$ cat config.mk
export PLATFORM = sky130hd
export DESIGN_NAME = vio_reg_window
export DESIGN_NICKNAME = d
export VERILOG_FILES = /design/src/rtl/vio_reg_pkg.sv /design/src/rtl/vio_feat_neg.sv /design/src/rtl/vio_ring_layout.sv /design/src/rtl/vio_reg_window.sv
export SDC_FILE = /design/constraint.sdc
export NUM_CORES = 1
export LEC_CHECK = 0
export BUFFER_PORTS_ARGS = -buffer_cell sky130_fd_sc_hd__buf_4
export CORE_AREA = 2 2 320 322
export DETAILED_ROUTE_END_ITERATION = 8
export DIE_AREA = 0 0 322 324
export GPL_ROUTABILITY_DRIVEN = 0
export PLACE_DENSITY = 0.49
export SYNTH_ARGS = -nofsm -noshare
export SYNTH_HDL_FRONTEND = slang
export SYNTH_HIERARCHICAL = 1
export SYNTH_SLANG_ARGS = --single-unit
$ cat constraint.sdc
create_clock -name clk -period 8.4 [get_ports clk]
set_clock_uncertainty 0.15 [all_clocks]
set_input_delay 1.68 -clock clk [delete_from_list [all_inputs] [get_ports clk]]
set_output_delay 1.68 -clock clk [all_outputs]
set_load 0.05 [all_outputs]
$ cat src/rtl/vio_reg_pkg.sv
package vio_reg_pkg;

    // Register offsets in the window
    localparam logic [7:0] OFF_HOST   = 8'h00;
    localparam logic [7:0] OFF_GUEST  = 8'h04;
    localparam logic [7:0] OFF_PFN    = 8'h08;
    localparam logic [7:0] OFF_QSIZE  = 8'h0C;
    localparam logic [7:0] OFF_QSEL   = 8'h0E;
    localparam logic [7:0] OFF_NOTIFY = 8'h10;
    localparam logic [7:0] OFF_STATUS = 8'h12;
    localparam logic [7:0] OFF_ISR    = 8'h13;
    localparam logic [7:0] OFF_CFG    = 8'h14;

    // Bit positions
    localparam int FEAT_EMPTY_BIT = 24;
    localparam int FEAT_BAD_BIT   = 30;
    localparam int STAT_READY_BIT = 2;

    typedef enum logic [1:0] {
        ACC_B1 = 2'd0,
        ACC_B2 = 2'd1,
        ACC_B4 = 2'd2,
        ACC_B4X = 2'd3
    } acc_size_e;

    function automatic logic [31:0] size_mask(input logic [1:0] sz);
        case (acc_size_e'(sz))
            ACC_B1:  size_mask = 32'h0000_00FF;
            ACC_B2:  size_mask = 32'h0000_FFFF;
            default: size_mask = 32'hFFFF_FFFF;
        endcase
    endfunction

endpackage

$ cat src/rtl/vio_feat_neg.sv
module vio_feat_neg
    import vio_reg_pkg::*;
(
    input  logic [31:0] dev_feat,
    input  logic [31:0] min_feat,
    input  logic [31:0] wr_val,
    output logic [31:0] host_adv,
    output logic [31:0] chosen
);
    logic [31:0] host_set;

    always_comb begin
        host_set = dev_feat | (32'd1 << FEAT_EMPTY_BIT);
        host_adv = host_set | (32'd1 << FEAT_BAD_BIT);
        if (wr_val[FEAT_BAD_BIT])
            chosen = min_feat;
        else if ((wr_val & ~host_set) != 32'd0)
            chosen = host_set;
        else
            chosen = wr_val;
    end
endmodule

$ cat src/rtl/vio_ring_layout.sv
module vio_ring_layout #(
    parameter int PFN_W      = 32,
    parameter int QSZ_W      = 16,
    parameter int PAGE_SHIFT = 12,
    localparam int ADDR_W    = PFN_W + PAGE_SHIFT
) (
    input  logic [PFN_W-1:0]  pfn,
    input  logic [QSZ_W-1:0]  qsize,
    output logic [ADDR_W-1:0] desc_base,
    output logic [ADDR_W-1:0] avail_base,
    output logic [ADDR_W-1:0] used_base
);
    localparam int DESC_SHIFT  = 4;   // 16-byte descriptors
    localparam int AVAIL_SHIFT = 1;   // 2-byte avail entries
    localparam logic [ADDR_W-1:0] AVAIL_HDR = ADDR_W'(4);
    localparam logic [ADDR_W-1:0] PG_LOW    = ADDR_W'((64'd1 << PAGE_SHIFT) - 64'd1);

    logic [ADDR_W-1:0] size_ext, avail_end;

    always_comb begin
        size_ext   = ADDR_W'(qsize);
        desc_base  = '0;
        avail_base = '0;
        used_base  = '0;
        avail_end  = '0;
        if (pfn != '0) begin
            desc_base  = {pfn, {PAGE_SHIFT{1'b0}}};
            avail_base = desc_base + (size_ext << DESC_SHIFT);
            avail_end  = avail_base + AVAIL_HDR + (size_ext << AVAIL_SHIFT);
            used_base  = (avail_end + PG_LOW) & ~PG_LOW;
        end
    end
endmodule

$ cat src/rtl/vio_reg_window.sv
module vio_reg_window
    import vio_reg_pkg::*;
#(
    parameter int NUM_Q      = 4,
    parameter int PFN_W      = 32,
    parameter int QSZ_W      = 16,
    parameter int PAGE_SHIFT = 12,
    localparam int SEL_W     = (NUM_Q > 1) ? $clog2(NUM_Q) : 1,
    localparam int ADDR_W    = PFN_W + PAGE_SHIFT
) (
    input  logic                      clk,
    input  logic                      rst_n,
    input  logic                      req_valid,
    input  logic                      req_write,
    input  logic [7:0]                req_addr,
    input  logic [1:0]                req_size,
    input  logic [31:0]               req_wdata,
    output logic                      rsp_valid,
    output logic [31:0]               rsp_rdata,
    input  logic [31:0]               dev_features,
    input  logic [31:0]               min_features,
    input  logic [NUM_Q*QSZ_W-1:0]    q_size_i,
    input  logic [7:0]                isr_set,
    output logic                      irq_o,
    output logic                      cfg_valid,
    output logic                      cfg_write,
    output logic [7:0]                cfg_offset,
    output logic [1:0]                cfg_size,
    output logic [31:0]               cfg_wdata,
    input  logic [31:0]               cfg_rdata,
    output logic                      reset_pulse,
    output logic                      ready_pulse,
    output logic                      qinit_pulse,
    output logic [SEL_W-1:0]          qinit_idx,
    output logic                      notify_pulse,
    output logic [SEL_W-1:0]          notify_idx,
    output logic [NUM_Q*ADDR_W-1:0]   desc_base_o,
    output logic [NUM_Q*ADDR_W-1:0]   avail_base_o,
    output logic [NUM_Q*ADDR_W-1:0]   used_base_o
);
    typedef struct packed {
        logic [31:0]                  guest;
        logic [SEL_W-1:0]             sel;
        logic [7:0]                   status;
        logic [7:0]                   isr;
        logic                         irq;
        logic [NUM_Q-1:0][PFN_W-1:0]  pfn;
        logic                         rsp_v;
        logic [31:0]                  rsp_d;
        logic                         rst_p;
        logic                         rdy_p;
        logic                         qin_p;
        logic [SEL_W-1:0]             qin_i;
        logic                         ntf_p;
        logic [SEL_W-1:0]             ntf_i;
    } state_t;

    state_t st_q, st_d;

    logic [31:0] host_adv, neg_val, wmask, wval, rd_val;
    logic [15:0] low16;
    logic        is_rd, is_wr, in_cfg;
    logic [PFN_W-1:0] sel_pfn;
    logic [QSZ_W-1:0] sel_qsize;

    vio_feat_neg u_neg (
        .dev_feat (dev_features),
        .min_feat (min_features),
        .wr_val   (wval),
        .host_adv (host_adv),
        .chosen   (neg_val)
    );

    for (genvar gi = 0; gi < NUM_Q; gi++) begin : g_ring
        vio_ring_layout #(
            .PFN_W      (PFN_W),
            .QSZ_W      (QSZ_W),
            .PAGE_SHIFT (PAGE_SHIFT)
        ) u_lay (
            .pfn        (st_q.pfn[gi]),
            .qsize      (q_size_i[gi*QSZ_W +: QSZ_W]),
            .desc_base  (desc_base_o[gi*ADDR_W +: ADDR_W]),
            .avail_base (avail_base_o[gi*ADDR_W +: ADDR_W]),
            .used_base  (used_base_o[gi*ADDR_W +: ADDR_W])
        );
    end

    // Side port passes through in the request cycle
    assign in_cfg     = req_addr >= OFF_CFG;
    assign cfg_valid  = req_valid && in_cfg;
    assign cfg_write  = req_write;
    assign cfg_offset = req_addr - OFF_CFG;
    assign cfg_size   = req_size;
    assign cfg_wdata  = wval;

    always_comb begin
        st_d      = st_q;
        wmask     = size_mask(req_size);
        wval      = req_wdata & wmask;
        low16     = wval[15:0];
        is_rd     = req_valid && !req_write;
        is_wr     = req_valid && req_write;
        sel_pfn   = st_q.pfn[st_q.sel];
        sel_qsize = q_size_i[st_q.sel*QSZ_W +: QSZ_W];

        st_d.rst_p = 1'b0;
        st_d.rdy_p = 1'b0;
        st_d.qin_p = 1'b0;
        st_d.ntf_p = 1'b0;
        st_d.rsp_v = is_rd;
        st_d.isr   = st_q.isr | isr_set;
        st_d.irq   = st_q.irq | (isr_set != 8'd0);

        case (req_addr)
            OFF_HOST:   rd_val = host_adv;
            OFF_GUEST:  rd_val = st_q.guest;
            OFF_PFN:    rd_val = 32'(sel_pfn);
            OFF_QSIZE:  rd_val = 32'(sel_qsize);
            OFF_QSEL:   rd_val = 32'(st_q.sel);
            OFF_STATUS: rd_val = {24'd0, st_q.status};
            OFF_ISR:    rd_val = {24'd0, st_q.isr};
            default:    rd_val = in_cfg ? cfg_rdata : 32'hFFFF_FFFF;
        endcase
        st_d.rsp_d = is_rd ? (rd_val & wmask) : st_q.rsp_d;

        if (is_rd && req_addr == OFF_ISR) begin
            st_d.isr = isr_set;
            st_d.irq = (isr_set != 8'd0);
        end

        if (is_wr) begin
            case (req_addr)
                OFF_GUEST: st_d.guest = neg_val;
                OFF_PFN: begin
                    if (wval != 32'd0) begin
                        st_d.pfn[st_q.sel] = wval[PFN_W-1:0];
                        st_d.qin_p = 1'b1;
                        st_d.qin_i = st_q.sel;
                    end else begin
                        st_d.rst_p = 1'b1;
                    end
                end
                OFF_QSEL: begin
                    if (low16 < 16'(NUM_Q))
                        st_d.sel = low16[SEL_W-1:0];
                end
                OFF_NOTIFY: begin
                    if (low16 < 16'(NUM_Q) && st_q.pfn[low16[SEL_W-1:0]] != '0) begin
                        st_d.ntf_p = 1'b1;
                        st_d.ntf_i = low16[SEL_W-1:0];
                    end
                end
                OFF_STATUS: begin
                    st_d.status = wval[7:0];
                    if (wval[7:0] == 8'd0)
                        st_d.rst_p = 1'b1;
                    else if (!st_q.status[STAT_READY_BIT] && wval[STAT_READY_BIT])
                        st_d.rdy_p = 1'b1;
                end
                default: ;
            endcase
        end

        // Soft reset clears all register state; same-cycle causes survive
        if (st_d.rst_p) begin
            st_d.guest  = '0;
            st_d.sel    = '0;
            st_d.status = '0;
            st_d.pfn    = '0;
            st_d.isr    = isr_set;
            st_d.irq    = (isr_set != 8'd0);
        end
    end

    always_ff @(posedge clk) begin
        if (!rst_n) st_q <= '0;
        else        st_q <= st_d;
    end

    assign rsp_valid    = st_q.rsp_v;
    assign rsp_rdata    = st_q.rsp_d;
    assign irq_o        = st_q.irq;
    assign reset_pulse  = st_q.rst_p;
    assign ready_pulse  = st_q.rdy_p;
    assign qinit_pulse  = st_q.qin_p;
    assign qinit_idx    = st_q.qin_i;
    assign notify_pulse = st_q.ntf_p;
    assign notify_idx   = st_q.ntf_i;

    // selector never leaves the queue range
    p_sel_in_range_r4: assert property (@(posedge clk) disable iff (!rst_n)
        32'(st_q.sel) < NUM_Q);

    // an init pulse names a queue that now has a page number
    p_qinit_target_r5: assert property (@(posedge clk) disable iff (!rst_n)
        qinit_pulse |-> st_q.pfn[qinit_idx] != '0);

    // a soft reset leaves the register state cleared
    p_reset_clears_r6: assert property (@(posedge clk) disable iff (!rst_n)
        reset_pulse |-> (st_q.status == 8'd0 && st_q.sel == '0 &&
                         st_q.guest == 32'd0 && st_q.pfn == '0));

    // ready pulse only on a 0-to-1 edge of the ready bit
    p_ready_edge_r7: assert property (@(posedge clk) disable iff (!rst_n)
        ready_pulse |-> (st_q.status[STAT_READY_BIT] && !$past(st_q.status[STAT_READY_BIT])));

    // the line follows the cause byte
    p_irq_level_r8: assert property (@(posedge clk) disable iff (!rst_n)
        irq_o == (st_q.isr != 8'd0));

    // an ISR read with no new cause drops the line
    p_isr_read_clears_r8: assert property (@(posedge clk) disable iff (!rst_n)
        (req_valid && !req_write && req_addr == OFF_ISR && isr_set == 8'd0) |=> !irq_o);

    // notify only reaches a configured queue
    p_notify_target_r9: assert property (@(posedge clk) disable iff (!rst_n)
        notify_pulse |-> st_q.pfn[notify_idx] != '0);

endmodule

## After elaboration in Yosys (flattened, before gate mapping)

Index checks and enable logic that the tools add are counted.

- Memories kept: 0
- Input bits: 214
- RAM bits: 0
- Output and inout port bits: 614
- Bits in read-only memories: 0
- Latch bits: 0
- Flip-flop bits (word level): 220

- $add $sub $neg: 17
- Reduce and logical (&&, ||, !) cells: 29
- Bitwise operators: 9
- $mul: 0
- Shifts and indexed selects: 1
- Magnitude comparators: 5
- Div/mod/pow operators: 0
- Equal/unequal tests: 8
- Muxes and demuxes: 40

Operator list:

| cell | number |
|---|---|
| 2-to-1 mux 44 bit | 12 |
| 2-to-1 mux 128 bit | 3 |
| one-hot mux 32 bit (7 select lines) | 1 |
| nonzero test 32 bit | 7 |
| 2-to-1 mux 32 bit | 6 |
| adder 44 x 12 -> 44 bit (second input constant) | 4 |
| adder 44 x 17 -> 44 bit | 4 |
| adder 44 x 20 -> 44 bit | 4 |
| adder 44 x 3 -> 44 bit (second input constant) | 4 |
| 2-to-1 mux 137 bit | 1 |
| binary-select mux 32 bit (select 2 bit) | 2 |
| bitwise mux 128 bit | 1 |
| bitwise AND 32 bit | 3 |
| demux 32 bit (select 2 bit) | 1 |
| one-hot mux 32 bit (2 select lines) | 1 |
| variable part select 64 x 7 -> 16 bit | 1 |
| inverter 32 bit | 1 |
| equality test 8 x 4 -> 1 bit (second input constant) | 3 |
| equality test 8 x 5 -> 1 bit (second input constant) | 3 |
| zero test 8 bit | 2 |
| < comparator 16 x 3 -> 1 bit (second input constant) | 1 |
| AND reduction 3 bit | 5 |
| 2-to-1 mux 3 bit | 4 |
| 2-to-1 mux 9 bit | 1 |
| 19 further kinds | 34 |

## Longest topological paths before layout

Gate-level depths: netlist (run 1).

- Depth in word-level cells: 11
- Mapped depth: 17

## By module

The synthesis (run 1) kept the hierarchy.

By module, submodules not included:

| module | cells an instance | area an instance (sq um) | instances |
|---|---|---|---|
| vio_reg_window | 1317 | 10844.2 | 1 |
| vio_ring_layout (g_ring[0].u_lay ...) | 384 | 2688.8 | 2 |
| vio_ring_layout (g_ring[3].u_lay) | 435 | 2971.6 | 1 |
| vio_ring_layout (g_ring[2].u_lay) | 391 | 2680.1 | 1 |
| vio_feat_neg | 222 | 1313.8 | 1 |

## Worst setup path before layout (run 1)

No wires, ideal clock.

- Path type: input port to output port
- Start: input q_size_i[40]
- End: output used_base_o[126]
- Path buffers: 1
- Cell stages on the path: 13
- Data required time: 6.570 ns
- Slack: 0.170 ns
- Arrival: 6.400 ns
- Path through: ha_1 > fa_1 > a21o_1 > a21oi_1 > xnor2_1 > ha_1 > ha_1 > and4_1 > o211ai_1 > a2111oi_4 > nand4_2 > buf_2 > o41ai_1

- Cells in the longest elaborated chain, start to end: 5

RTL lines:

| what | RTL line | source |
|---|---|---|
| from (decl) | vio_reg_window.sv:22 | `input logic [NUM_Q*QSZ_W-1:0] q_size_i,` |
| adder 44 x 20 -> 44 bit | vio_ring_layout.sv:28 | `avail_base = desc_base + (size_ext << DESC_SHIFT);` |
| adder 44 x 3 -> 44 bit | vio_ring_layout.sv:29 | `avail_end = avail_base + AVAIL_HDR + (size_ext << AVAIL_SHIFT);` |
| adder 44 x 17 -> 44 bit (*) | vio_ring_layout.sv:29 |  |
| adder 44 x 12 -> 44 bit (*) | vio_ring_layout.sv:30 | `used_base = (avail_end + PG_LOW) & ~PG_LOW;` |
| 2-to-1 mux 44 bit (*) | vio_ring_layout.sv:26 | `if (pfn != '0) begin` |
| to (decl) | vio_reg_window.sv:39 | `output logic [NUM_Q*ADDR_W-1:0] used_base_o` |

Mark *: on every way between the ends. The rest lies on a longest branch, timed or not.

## Worst setup path after layout (run 1)

- Start: input q_size_i[56]
- End: output used_base_o[174]

The elaborated chain is that of the path after synthesis.

==> impl_metrics.yaml, run 1 <==
sta:
  tightest_slew_ns: 1.22
  hold_viol_final: 0
  setup_tns_ns: 0
  timing.final.crit_share_pct: 94.7
  slew_viol_final: 0
  rsz0062_at_grt: "no"
  hold_ws_ns: 0.293
  fmax_mhz: 126
  layout_min_cycle_time_ns: 7.95
  setup_viol: 0
  slew_headroom_pct: 18.2
setup_path:
  worstSetupPathType: "primary input to output port"
  cp-end-kind: "output port"
  path_depth: 17
  required_ns: 6.57
  crit_slowest_cell: "fa_1"
  r2r_cells: 6
  cpPeakStageDelay_ns: 0.44
  crit_chain: "buf_4, ha_1, fa_1, a21o_1, a21oi_1, xnor2_1, ha_1, ha_1, nand4_1, nor3_1, o21ai_0, a31oi_1, and4b_1, nand4_4, nor4b_2, mux2_1, buf_4"
  critPathTopFamily: "simple AND/OR/NAND/NOR gates"
  cp_max_fo: 13
  crit_buf_inv: 2
  worst_setup_path_start_kind: "primary input"
  crit_arrival_ns: 6.12
  crit_top_cell: "ha_1"
final_layout:
  final_area_mm2: 0.0293
  drive_above_1_share_pct: 27.9
  fin_nets: 3916
  syn_to_final_growth_pct: 26.5
  fill_cells: 11200
drt:
  vias: 25400
  drc: 0
  drt_iter0_drc: 2339
  wl_per_cell_um: 26.8
  wirelength_mm: 131
  viasPerCell: 5.19
  ant_nets: 0
  first_pass_iters: 7
synth:
  postSynthCellCount: 3133
  yosys.area.top_type: "dfxtp_1"
  synth_top_area_share_pct: 19.0
  ys_top_cells_by_count: "476 x nand2_1, 244 x clkbuf_1, 236 x a21oi_1, 220 x dfxtp_1, 208 x buf_4"
  seq_area_frac_synth_pct: 19.0
  synthTopCellsByArea: "dfxtp_1 19%, nand2_1 7.7%, ha_1 7.6%"
  yosys_most_used_dff: "dfxtp_1"
  ys_seq_elements: 220
  synth_area_mm2: 0.0232
  synth-edff-count: 0
  yosysMostFrequentCell: "nand2_1"
  avgSynthCellArea_um2: 7.40
  post_synth_num_cell_types: 108
  yosys_warnings: 6
  async_reset_ff_share_pct: 0
run_status:
  status: "finished, final reports clean"
power:
  total_leakage_power_uw: 0.0127
  total_power_uw: 3090
  power_density_mw_per_mm2: 105
  peakVddDrop_uv: 169
run:
  cap_violations: 0
cts:
  cts.clk_slew.worst_paths_ns: 0.06
  cts_hold_buf: 0
  post_cts_buffers: 0
  cts_resized: 0
  clk_latency_ns: 0.57
  clock-sinks: 220
  clockBufferDepth: 3
  numCtsBuffers: 27
  root_buffer: "clkbuf_16"
  htree_levels: 1
  cts_tree: "built"
grt:
  grt_pass1_vias: 23300
  grt_pass1_wl_mm: 179
  grt_max_degree: 66
  antenna_found_initial: 17
  grt_usage_pct: 23.7
  grt-ovfl-total: 0
placement:
  io_buffers: 714
  placed_area_mm2: 0.0284
  dpl.hpwl_mm: 105
floorplanning:
  fp.dieH_um: 324
  die_w_um: 322
  ioPinCount: 828
  core_area_mm2: 0.101
  initial_utilization_pct: 23.0
  num_rows: 117
  die_area_mm2: 0.104
worst_hold_path:
  hp-class: "flip-flop to flip-flop"
  whs_path_depth: 2
## kinds of logic after synthesis
family	after synthesis	share of synthesized area (%)
flops	220	19.0
mux	105	7.14
other cells	5	0.0809
xor+xnor	150	5.73
buf+inv	615	14.1
compound gates	674	19.0
simple gates	1219	27.0
fa+ha+maj	145	7.95
## layout by cell type, fill, tap and decap left out, drive strengths merged, types with 48 or more instances in the layout
cell type	count
nor2	162
nand3	83
dfxtp	220
nor3	73
inv	112
nor4	101
conb	114
nor2b	77
a21oi	237
nand2	476
xor2	50
and2	48
xnor2	100
ha	141
o21ai	143
nand4	50
buf	785
## routing by layer
metal	routed length (µm)	global-route usage (%)	up-vias
li1	-	-	11600
met1	56000	31.1	12500
met2	61400	39.2	1100
met3	8240	3.46	185
met5	70	0	-
met4	5470	9.00	12
## where the power goes
group | switching (µW) | leakage (µW) | internal, µW | total, µW
logic | 528 | 0.0104 | 238 | 766
clock network | 515 | 0.000465 | 751 | 1270
registers | 6.40 | 0.00178 | 1050 | 1060
total | 1050 | 0.0127 | 2040 | 3090
## through the flow
stage	cells	setup slack, ns	util, %
final	4894	0.445	29.0
after global routing	4887	0.205	29.0
after CTS	4886	0.432	29.0
after detailed placement	4837	0.465	28.1
after global placement	4837	0.529	28.1
after floorplan	3242	0.170	-
## final timing paths
| check | from | endpoint | slack, ns |
|---|---|---|---|
| worst max register to register | st_q[186] | rsp_rdata[3] | 5.26 |
| worst min-delay path | rsp_rdata[15] | rsp_rdata[15] | 0.29 |
| worst max-delay path | q_size_i[56] | used_base_o[174] | 0.45 |
| worst min register to register | rsp_rdata[15] | rsp_rdata[15] | 0.29 |
## cell type report
class                           count  area [µm²]  area share (%)
Sequential cell                   220        4410            15.0
Antenna cell                        8        20.0          0.0683
Clock buffer                       38         797            2.72
Tap cell                         1309        1640            5.58
Multi-Input combinational cell   2407       16000            54.5
Inverter                          116         435            1.48
Clock inverter                     11         140           0.478
Timing Repair Buffer              785        5890            20.1
## worst min-delay path: stages, from the launching register on
cell and delay (ns):
dfxtp_1 0.31, nand2_1 0.05, nand2_1 0.04
Note: power is estimated with default switching activity, not from simulation.
==> run 2: changes to the inputs <==
--- a/config.mk
+++ b/config.mk
@@ -7,10 +7,12 @@
 export LEC_CHECK = 0
 export BUFFER_PORTS_ARGS = -buffer_cell sky130_fd_sc_hd__buf_4
 export CORE_AREA = 2 2 320 322
+export CTS_CLUSTER_SIZE = 28
 export DETAILED_ROUTE_END_ITERATION = 8
 export DIE_AREA = 0 0 322 324
 export GPL_ROUTABILITY_DRIVEN = 0
 export PLACE_DENSITY = 0.49
+export REMOVE_ABC_BUFFERS = 1
 export SYNTH_ARGS = -nofsm -noshare
 export SYNTH_HDL_FRONTEND = slang
 export SYNTH_HIERARCHICAL = 1
==> run 2 against run 1 <==
Worst setup slack better by 0.041 ns. Sequential share of layout area about the same. Combinational power down 3.0%. Die area unchanged. Wire length up 2.6%. Flip-flop and latch count unchanged. Final cell count up 0.35%. Register-to-register slack worse by 0.07 ns. Fmax up 0.52%. Global-route usage up 0.65 points. Via count down 0.24%. Critical path type unchanged.
==> impl_metrics.yaml, run 2 (same netlist as run 1, synthesis figures left out) <==
worst_hold_path:
  min-delay-start: "rsp_rdata[12]"
  hp-class: "flip-flop to flip-flop"
  whs_path_depth: 2
  hold_path_end: "rsp_rdata[12]"
setup_path:
  crit_top_cell: "ha_1"
  worstSetupPathType: "primary input to output port"
  crit_slowest_cell: "fa_1"
  cpPeakStageDelay_ns: 0.44
  cp-end-kind: "output port"
  worst_setup_path_start_kind: "primary input"
  timing.rr.start: "st_q[186]"
  required_ns: 6.57
  r2r_end: "rsp_rdata[6]"
  rrSetupSlack_ns: 5.19
  r2r_cells: 6
  cp_max_fo: 13
  crit_chain: "buf_4, ha_1, fa_1, a21o_1, a21oi_1, xnor2_1, ha_1, ha_1, nand4_1, nor3_1, o21ai_0, a31oi_1, and4b_1, nand4_4, nor4b_2, mux2_1, buf_4"
  crit_arrival_ns: 6.08
grt:
  grt_pass1_wl_mm: 182
  grt_pass1_vias: 23000
  grt_usage_pct: 24.4
  grt-ovfl-total: 0
  grt_max_degree: 75
  antenna_found_initial: 9
final_layout:
  seqCellArea_mm2: 0.00441
  multi_input_area_mm2: 0.0160
  drive_above_1_share_pct: 28.0
  mostFrequentLayoutCells: "805 x buf_4, 476 x nand2_1, 236 x a21oi_1, 218 x dfxtp_1, 155 x nor2_1"
  fin_nets: 3937
  syn_to_final_growth_pct: 26.7
  layout_commonest_cell: "buf_4"
  fill_cells: 11100
  fin_cells: 4911
  final_area_mm2: 0.0294
  final_util_pct: 29.1
floorplanning:
  ioPinCount: 828
  die_area_mm2: 0.104
  core_area_mm2: 0.101
  num_rows: 117
  initial_utilization_pct: 23.0
  die_w_um: 322
  fp.dieH_um: 324
cts:
  post_cts_buffers: 0
  clk_latency_ns: 0.57
  htree_levels: 1
  clock-sinks: 220
  numCtsBuffers: 27
  cts_tree: "built"
  cts.clk_slew.worst_paths_ns: 0.06
  cts_resized: 0
  cts_hold_buf: 0
  root_buffer: "clkbuf_16"
  clockBufferDepth: 3
drt:
  ant_nets: 0
  drc: 0
  wirelength_mm: 135
  first_pass_iters: 9
  viasPerCell: 5.16
  wl_per_cell_um: 27.4
  drt_iter0_drc: 2511
  vias: 25400
placement:
  dpl.hpwl_mm: 109
  place_inst: 4858
  io_buffers: 714
  placed_area_mm2: 0.0285
run:
  cap_violations: 0
power:
  peakVddDrop_uv: 131
  total_leakage_power_uw: 0.0127
  power_density_mw_per_mm2: 101
  total_power_uw: 2970
sta:
  fmax_mhz: 126
  layout_min_cycle_time_ns: 7.91
  setup_tns_ns: 0
  timing.final.crit_share_pct: 94.2
  slew_headroom_pct: 18.5
  slew_viol_final: 0
  hold_viol_final: 0
  tightest_slew_ns: 1.22
  rsz0062_at_grt: "no"
  setup_viol: 0
run_status:
  status: "finished, final reports clean"
## run 2: worst max path at each step
stage,from,endpoint,slack [ns]
2_1_floorplan,q_size_i[40],used_base_o[126],0.16
3_3_place_gp,q_size_i[56],used_base_o[174],0.46
3_5_place_dp,q_size_i[56],used_base_o[174],0.44
4_1_cts,q_size_i[56],used_base_o[174],0.40
5_1_grt,q_size_i[56],used_base_o[174],0.11
6_report,q_size_i[56],used_base_o[174],0.49
## run 2: metal layers
metal | wire, µm | global-route usage [%] | up-vias
li1 | - | - | 11700
met1 | 54900 | 31.1 | 12300
met2 | 62500 | 40.1 | 1195
met3 | 12200 | 6.01 | 153
met4 | 4950 | 7.71 | 6
met5 | 38 | 0 | -
## run 2: worst max-delay path, delay by kind of cell
| family | cells | cell delay, ns |
|---|---|---|
| AND/OR/NAND/NOR | 5 | 1.34 |
| adder cells (fa/ha/maj) | 4 | 1.27 |
| AO/OA/AOI/OAI | 4 | 0.92 |
| multiplexers | 1 | 0.34 |
| buffers and inverters | 2 | 0.34 |
| XOR/XNOR | 1 | 0.16 |
## run 2: final cells by class
class	instances	share of cell area (%)
diodes	5	0.0426
clock buffers	39	2.49
clock inverters	9	0.358
inverters	116	1.48
multi-input cells	2407	54.4
flip-flops and latches	220	15.0
well taps	1309	5.58
repair buffers	806	20.6
## run 2: power breakdown
group	internal, µW	switching, µW	leakage [µW]
Clock	664	502	0.000406
Combinational	237	506	0.0106
Sequential	1050	6.37	0.00178
## run 2: through the flow
step	hold slack (ns)	setup WS, ns
2_1_floorplan	0.267	0.159
3_3_place_gp	0.285	0.463
5_1_grt	0.321	0.106
6_report	0.297	0.487
4_1_cts	0.297	0.403
3_5_place_dp	0.288	0.442
